$ cat config.mk
export PLATFORM = sky130hd
export DESIGN_NAME = mux_bus_master
export DESIGN_NICKNAME = d
export VERILOG_FILES = /design/src/rtl/mux_bus_master.sv
export SDC_FILE = /design/constraint.sdc
export NUM_CORES = 1
export LEC_CHECK = 0
export CAP_MARGIN = 10
export CORE_MARGIN = 2
export CORE_UTILIZATION = 45
export DETAILED_ROUTE_END_ITERATION = 6
export HOLD_SLACK_MARGIN = 0.03
export PLACE_DENSITY_LB_ADDON = 0.1
export SETUP_SLACK_MARGIN = 0.05
export SYNTH_ARGS = -nofsm -noshare
export SYNTH_HDL_FRONTEND = slang
export SYNTH_SLANG_ARGS = --single-unit
$ cat constraint.sdc
create_clock -name clk -period 2.9 [get_ports clk]
set_input_delay 0.29 -clock clk [delete_from_list [all_inputs] [get_ports clk]]
set_output_delay 0.29 -clock clk [all_outputs]
set_load 0.005 [all_outputs]
$ cat src/rtl/mux_bus_master.sv
module mux_bus_master #(
  parameter int ADDR_W     = 11,
  parameter int ACCESS_CYC = 10,
  parameter int TURN_CYC   = 3,
  parameter int TO_W       = 8
) (
  input  logic              clk,
  input  logic              rst_n,
  input  logic              req_valid,
  input  logic              req_write,
  input  logic [ADDR_W-1:0] req_addr,
  input  logic [7:0]        req_wdata,
  output logic              req_ready,
  input  logic              ack_mode,
  input  logic [TO_W-1:0]   timeout_lim,
  output logic              rsp_valid,
  output logic [7:0]        rsp_rdata,
  output logic              rsp_err,
  output logic [7:0]        bus_ad_out,
  output logic              bus_ad_oe,
  input  logic [7:0]        bus_ad_in,
  output logic              bus_dir,
  output logic              bus_latch,
  output logic              bus_cs_n,
  output logic              bus_rd_n,
  output logic              bus_wr_n,
  input  logic              bus_ack_n
);

  localparam int STRB_CYC = ACCESS_CYC - 4;
  localparam int CNT_W    = TO_W + 4;

  typedef enum logic [1:0] {S_IDLE, S_ADDR, S_STRB, S_TURN} st_t;

  st_t               st;
  logic [CNT_W-1:0]  cnt;
  logic              wr_q, mode_q;
  logic [ADDR_W-1:0] addr_q;
  logic [7:0]        wd_q;
  logic [TO_W-1:0]   lim_q;
  logic [15:0]       a_ext;
  logic              in_addr, in_strb, ack_seen, to_hit, strb_done;

  assign a_ext     = 16'(addr_q);
  assign in_addr   = (st == S_ADDR);
  assign in_strb   = (st == S_STRB);
  assign ack_seen  = ~bus_ack_n;
  assign to_hit    = (cnt + CNT_W'(1)) >= CNT_W'(lim_q);
  assign strb_done = mode_q ? (ack_seen | to_hit) : (cnt == CNT_W'(STRB_CYC - 1));

  assign req_ready  = (st == S_IDLE);
  assign bus_ad_out = in_addr ? (cnt[1] ? a_ext[7:0] : a_ext[15:8])
                    : (in_strb && wr_q) ? wd_q : 8'h00;
  assign bus_ad_oe  = in_addr | (in_strb & wr_q);
  assign bus_dir    = ~(in_strb & ~wr_q);
  assign bus_latch  = in_addr & cnt[0];
  assign bus_cs_n   = ~in_strb;
  assign bus_rd_n   = ~(in_strb & ~wr_q);
  assign bus_wr_n   = ~(in_strb & wr_q);

  always_ff @(posedge clk or negedge rst_n) begin
    if (!rst_n) begin
      st        <= S_IDLE;
      cnt       <= '0;
      wr_q      <= 1'b0;
      mode_q    <= 1'b0;
      addr_q    <= '0;
      wd_q      <= '0;
      lim_q     <= '0;
      rsp_valid <= 1'b0;
      rsp_rdata <= '0;
      rsp_err   <= 1'b0;
    end else begin
      rsp_valid <= 1'b0;
      rsp_err   <= 1'b0;
      case (st)
        S_IDLE: if (req_valid) begin
          st     <= S_ADDR;
          cnt    <= '0;
          wr_q   <= req_write;
          mode_q <= ack_mode;
          addr_q <= req_addr;
          wd_q   <= req_wdata;
          lim_q  <= timeout_lim;
        end
        S_ADDR: begin
          if (cnt == CNT_W'(3)) begin
            st  <= S_STRB;
            cnt <= '0;
          end else cnt <= cnt + CNT_W'(1);
        end
        S_STRB: begin
          if (strb_done) begin
            st        <= S_TURN;
            cnt       <= '0;
            rsp_valid <= 1'b1;
            rsp_rdata <= wr_q ? 8'h00 : bus_ad_in;
            rsp_err   <= mode_q & ~ack_seen;
          end else cnt <= cnt + CNT_W'(1);
        end
        default: begin
          if (cnt == CNT_W'(TURN_CYC - 1)) begin
            st  <= S_IDLE;
            cnt <= '0;
          end else cnt <= cnt + CNT_W'(1);
        end
      endcase
    end
  end

  a_r4_single_strobe: assert property (@(posedge clk) disable iff (!rst_n)
    (!bus_rd_n || !bus_wr_n) |-> (!bus_cs_n && (bus_rd_n || bus_wr_n)));
  a_r5_read_tristate: assert property (@(posedge clk) disable iff (!rst_n)
    !bus_rd_n |-> (!bus_ad_oe && !bus_dir));
  a_r3_latch_pulse: assert property (@(posedge clk) disable iff (!rst_n)
    bus_latch |=> !bus_latch);
  a_r3_latch_in_addr: assert property (@(posedge clk) disable iff (!rst_n)
    bus_latch |-> (bus_ad_oe && bus_cs_n));
  a_r6_rsp_pulse: assert property (@(posedge clk) disable iff (!rst_n)
    rsp_valid |=> !rsp_valid);
  a_r6_err_with_rsp: assert property (@(posedge clk) disable iff (!rst_n)
    rsp_err |-> rsp_valid);
  a_r9_busy_after_rsp: assert property (@(posedge clk) disable iff (!rst_n)
    rsp_valid |-> (!req_ready && bus_cs_n));
  a_r2_accept_leaves_idle: assert property (@(posedge clk) disable iff (!rst_n)
    (req_valid && req_ready) |=> !req_ready);

endmodule

==> results.toml, run 1 <==
[run_status]
status = "complete, no violations"

[synthesis]
async_reset_ff_frac = 1.00
yosys.area.top_type = "dfrtp_1"
synth_ff_type = "dfrtp_1"
yosysWarningCount = 0
syn-instance-count = 269
yosys_register_bits = 53
yosysTopAreaCellShare = 0.463
netlist_top_cells_area = "dfrtp_1 46%, mux2_2 13%, ha_1 6.5%"
synth_edf_count = 0
syn-cell-area_mm2 = 0.00287
ys_seq_area_frac = 0.463
syn-mean-instance-area_um2 = 10.7
synth_cell_types = 43
synth_fp_nets = 325

[min_path]
hold_path_class = "input port to asynchronous set/reset pin"

[worst_setup_path]
r2r_start = "cnt[0]"
path_class = "flop to flop"
cp_max_fo = 6
worst_r2r_path_depth = 13
endpoint_kind = "flop"
crit_arrival_ns = 2.94
r2r_end = "st[1]"
reg2reg_slack_ns = 0.17
endpoint = "st[1]"
required_ns = 3.10
crit_start = "cnt[0]"
startpoint_type = "flop"

[clock_network]
cts_tree = "done"
insertion_delay_ns = 0.31
cts_num_sinks = 53
root_buffer = "clkbuf_8"
cts_max_level = 2
cts_buffers = 5
clockBufferDepth = 2
clkTransAtPathRegs_ns = 0.10

[timing]
worstMarginPinSlew_ns = 0.883
min_period_ns = 2.73
rsz0062_at_grt = "no"
slew_viol_final = 0
setup_slack_ns = 0.167
fin_worst_skew_ns = 0.00811
setup_tns_ns = 0
hold_viol = 0
min_period_over_period = 0.942
setup_viol = 0
whs_ns = 0.0973
maxSlewHeadroom = 0.411
fmax_mhz = 366

[cells_and_area]
num-nets-final = 397
final_cells = 419
areaGrowthSynthToFinish_pct = 32.5
fillers = 549
drive_above_1_share = 0.225
regArea_mm2 = 0.00133
diodes = 0
multi_input_area_mm2 = 0.00146

[die]
core_mm2 = 0.00624
rows = 29
fp.dieW_um = 83.8
die_y_um = 83.8
pin_count = 66
start_util = 0.459
dieArea_mm2 = 0.00702

[power_and_ir_drop]
ir_worst_vdd_mv = 0.201
powerDensity_mw_per_mm2 = 324
power.total_w = 0.00123
leakage_nw = 1.71

[detailed_routing]
dr.pass1.iters = 4
vias = 2236
viasPerCell = 5.34
drcViolationCount = 0
drt_wl_total_um = 6370
antenna_left = 0
drt_iter0_markers = 101
wl_per_cell_um = 15.2

[global_routing]
grt_start_max_net_pins = 40
antenna_found_initial = 0
grt_overflow_total = 0
grt_use_met3 = 0.0376
use_met1 = 0.260
grt_pass1_vias = 2207
use_met2 = 0.305
grt_pass1_wl_um = 10700
busiest_layer = "met2"
grt_use_total = 0.188

[place]
dp_hpwl_um = 4540
io_buffers = 65
place_ws_ns = -0.00609
dp_cells = 408
place_congestion = 0.889

[flow_run]
drv_cap = 0
==> sequential cells by signal (all words and copies together), names as in the netlist <==
name / cells
addr_q: 11
cnt: 12
lim_q: 8
mode_q: 1
rsp_err: 1
rsp_rdata: 8
rsp_valid: 1
st: 2
wd_q: 8
wr_q: 1
==> cell type report <==
class / count / share of cell area
Timing Repair Buffer: 80 / 0.201
Inverter: 18 / 0.0178
Sequential cell: 53 / 0.350
Clock buffer: 6 / 0.0191
Multi-Input combinational cell: 183 / 0.383
Clock inverter: 2 / 0.00362
Tap cell: 77 / 0.0254
==> worst min-delay path by stage <==
| stage | start | to | cells after the start |
|---|---|---|---|
| final | rst_n | cnt[11] | 1 |
| after CTS | rst_n | wd_q[7] | 1 |
| after floorplan | rst_n | addr_q[0] | 0 |
| after global placement | rst_n | cnt[11] | 1 |
| after detailed placement | rst_n | rsp_err | 1 |
| after global routing | rst_n | wd_q[7] | 1 |
==> cells by family after synthesis <==
group / synth area share
compound gates: 0.126
xor+xnor: 0.0214
fa+ha+maj: 0.0655
buf+inv: 0.0458
flops: 0.463
mux: 0.135
simple gates: 0.144
==> where the power goes <==
part	switching [W]	internal, W
registers	0	0.000738
logic	0.0000221	0.0000481
clock network	0.000251	0.000173
==> cell usage in the layout (no fill, tap or decap), types with 7 or more instances in the layout <==
| cell | netlist | routed |
|---|---|---|
| o21ai_0 | 19 | 19 |
| nand2_1 | 26 | 25 |
| a21oi_1 | 8 | 7 |
| ha_1 | 15 | 14 |
| buf_4 | 1 | 14 |
| clkdlybuf4s50_1 | 0 | 64 |
| a22o_1 | 8 | 8 |
| dfrtp_1 | 53 | 49 |
| nand3_1 | 13 | 13 |
| inv_1 | 18 | 18 |
| mux2_2 | 32 | 32 |
==> routing by layer <==
metal | wire [um] | share of wire
met2 | 3160 | 0.50
met1 | 2820 | 0.44
met3 | 358 | 0.056
met5 | 0 | 0
met4 | 30 | 0.0047
==> cell usage after synthesis (6+ instances only) <==
library cell	count
dfrtp_1	53
mux2_2	32
nand2_1	26
o21ai_0	19
inv_1	18
ha_1	15
nand3_1	13
clkbuf_1	11
a21oi_1	8
a22o_1	8
nand2b_1	6
xnor2_1	6
==> per-stage QoR <==
step	area [um^2]	utilization
5_1_grt	3800	0.609
2_1_floorplan	2870	-
3_3_place_gp	3630	0.582
4_1_cts	3720	0.597
3_5_place_dp	3630	0.582
6_report	3800	0.609
==> worst max-delay path, stage by stage (launching register included) <==
cell and delay [ns]:
dfrtp_2 0.43, buf_6 0.13, inv_1 0.04, ha_1 0.26, inv_1 0.06, ha_1 0.29
nor2b_2 0.14, o211ai_1 0.09, a31o_2 0.26, nand4_2 0.07, buf_4 0.14, nand2_4 0.06
a2111oi_4 0.34, mux2_4 0.33
==> timing repair <==
action / 4_1_cts / 5_1_grt
gates cloned: 0 / 0
setup buffers: 0 / 3
hold buffers: 0 / 0
hold endpoints to repair: 0 / 0
pin swaps: 0 / 3
resized for setup: 2 / 13
endpoints found under the setup margin: 7 / 21
(Power assumes the default switching activity.)
==> inputs of run 2 (changes only) <==
--- a/config.mk
+++ b/config.mk
@@ -9,7 +9,7 @@
 export CORE_MARGIN = 2
 export CORE_UTILIZATION = 45
 export DETAILED_ROUTE_END_ITERATION = 6
-export HOLD_SLACK_MARGIN = 0.03
+export HOLD_SLACK_MARGIN = 0.1
 export PLACE_DENSITY_LB_ADDON = 0.1
 export SETUP_SLACK_MARGIN = 0.05
 export SYNTH_ARGS = -nofsm -noshare
==> results of run 2 <==
Final layout, timing and power as in run 1 (identical DEF).
==> inputs of run 3 (changes only) <==
--- a/config.mk
+++ b/config.mk
@@ -10,6 +10,7 @@
 export CORE_UTILIZATION = 45
 export DETAILED_ROUTE_END_ITERATION = 6
 export HOLD_SLACK_MARGIN = 0.1
+export MAX_ROUTING_LAYER = met4
 export PLACE_DENSITY_LB_ADDON = 0.1
 export SETUP_SLACK_MARGIN = 0.05
 export SYNTH_ARGS = -nofsm -noshare
==> results.toml, run 3 (synthesized netlist as in run 1, its figures left out) <==
[global_routing]
grt_pass1_wl_um = 10700
busiest_layer = "met2"
use_met1 = 0.259
use_met2 = 0.306
grt_overflow_total = 0
grt_pass1_vias = 2212
grt_use_met3 = 0.0356
grt_start_max_net_pins = 40
antenna_found_initial = 0
grt_use_total = 0.193

[worst_setup_path]
path_class = "flop to flop"
r2r_end = "st[1]"
cp_max_fo = 6
required_ns = 3.10
crit_arrival_ns = 2.94
endpoint_kind = "flop"
startpoint_type = "flop"
reg2reg_slack_ns = 0.16
worst_r2r_path_depth = 13
r2r_start = "cnt[0]"

[run_status]
status = "complete, no violations"

[place]
io_buffers = 65
place_area_mm2 = 0.00363
place_ws_ns = -0.00609
dp_cells = 408
place_congestion = 0.903
dp_hpwl_um = 4540

[timing]
setup_slack_ns = 0.162
fin_worst_skew_ns = 0.0104
slew_viol_final = 0
hold_viol = 0
setup_viol = 0
maxSlewHeadroom = 0.413
min_period_ns = 2.74
worstMarginPinSlew_ns = 0.880
fmax_mhz = 365
rsz0062_at_grt = "no"
min_period_over_period = 0.944

[detailed_routing]
wl_per_cell_um = 15.2
antenna_left = 0
vias = 2244
drcViolationCount = 0
viasPerCell = 5.36
dr.pass1.iters = 4
drt_iter0_markers = 103
drt_wl_total_um = 6380

[cells_and_area]
fillers = 549
drive_above_1_share = 0.225
diodes = 0
final_cell_mix = "64 x clkdlybuf4s50_1, 49 x dfrtp_1, 32 x mux2_2"
regMostFlops = "cnt"
areaGrowthSynthToFinish_pct = 32.5
layout_commonest_cell = "clkdlybuf4s50_1"
reg_top3 = "cnt x12, addr_q x11"
num-nets-final = 397
largest_reg_flops = 12
stdcell_area_mm2 = 0.00380
final_cells = 419

[clock_network]
cts_buffers = 5
clkTransAtPathRegs_ns = 0.10
cts_tree = "done"
cts_max_level = 2
root_buffer = "clkbuf_8"
cts_hold_buf = 0
insertion_delay_ns = 0.31
cts_num_sinks = 53
clockBufferDepth = 2

[flow_run]
drv_cap = 0

[power_and_ir_drop]
leakage_nw = 1.71
ir_worst_vdd_mv = 0.201
powerDensity_mw_per_mm2 = 324

[die]
rows = 29
start_util = 0.459
dieArea_mm2 = 0.00702
pin_count = 66
die_y_um = 83.8
core_mm2 = 0.00624
fp.dieW_um = 83.8

[min_path]
hold_path_class = "input port to asynchronous set/reset pin"
-- run 3: cell counts in the layout (fill, tap and decap cells not counted) --
Identical to the previous run, type by type.
-- run 3: layout make-up --
type                            count  area [um^2]  share of cell area
Timing Repair Buffer               80          762               0.201
Sequential cell                    53         1330               0.350
Tap cell                           77         96.3              0.0254
Inverter                           18         67.6              0.0178
Multi-Input combinational cell    183         1460               0.383
Clock inverter                      2         13.8             0.00362
Clock buffer                        6         72.6              0.0191
-- run 3: metal layers --
metal  part of all wire  vias to the layer above
met5                  0                        -
met4             0.0089                        0
met3              0.054                        6
met2               0.49                       70
met1               0.44                     1074
li1                   -                     1094
-- run 3: report_power, final --
group / switching, W / total [W] / internal, W
Sequential: 0 / 0.000738 / 0.000738
Combinational: 0.0000221 / 0.0000703 / 0.0000481
Clock: 0.000248 / 0.000421 / 0.000173
Total: 0.000270 / 0.00123 / 0.000959
-- run 3: per-stage QoR --
stage	util	hold WS, ns	TNS (ns)	power (W)
2_1_floorplan	-	-0.00559	0	0.000754
3_3_place_gp	0.582	0.453	0	0.000824
3_5_place_dp	0.582	0.488	-0.00609	0.000826
4_1_cts	0.597	0.130	0	0.00125
5_1_grt	0.609	0.170	0	0.00128
6_report	0.609	0.0962	0	0.00123
-- run 3: worst max-delay path, cell delays in order (launching register included) --
cell and delay (ns):
dfrtp_2 0.43, buf_6 0.13, inv_1 0.04, ha_1 0.26, inv_1 0.06, ha_1 0.29, nor2b_2 0.14, o211ai_1 0.09
a31o_2 0.26, nand4_2 0.07, buf_4 0.14, nand2_4 0.06, a2111oi_4 0.34, mux2_4 0.33
-- run 3: worst max-delay path by stage --
stage | to | cells after the start | from
finish | st[1] | 13 | cnt[0]
CTS | cnt[0] | 12 | cnt[1]
global placement | st[1] | 11 | cnt[1]
detailed placement | cnt[0] | 12 | cnt[1]
floorplan | cnt[10] | 12 | cnt[0]
global route | st[1] | 13 | cnt[0]
-- run 3: repair_timing --
action                                  4_1_cts  5_1_grt
pin swaps                                     0        3
buffers inserted                              0        3
endpoints found under the setup margin        7       21
resized for setup                             2       13
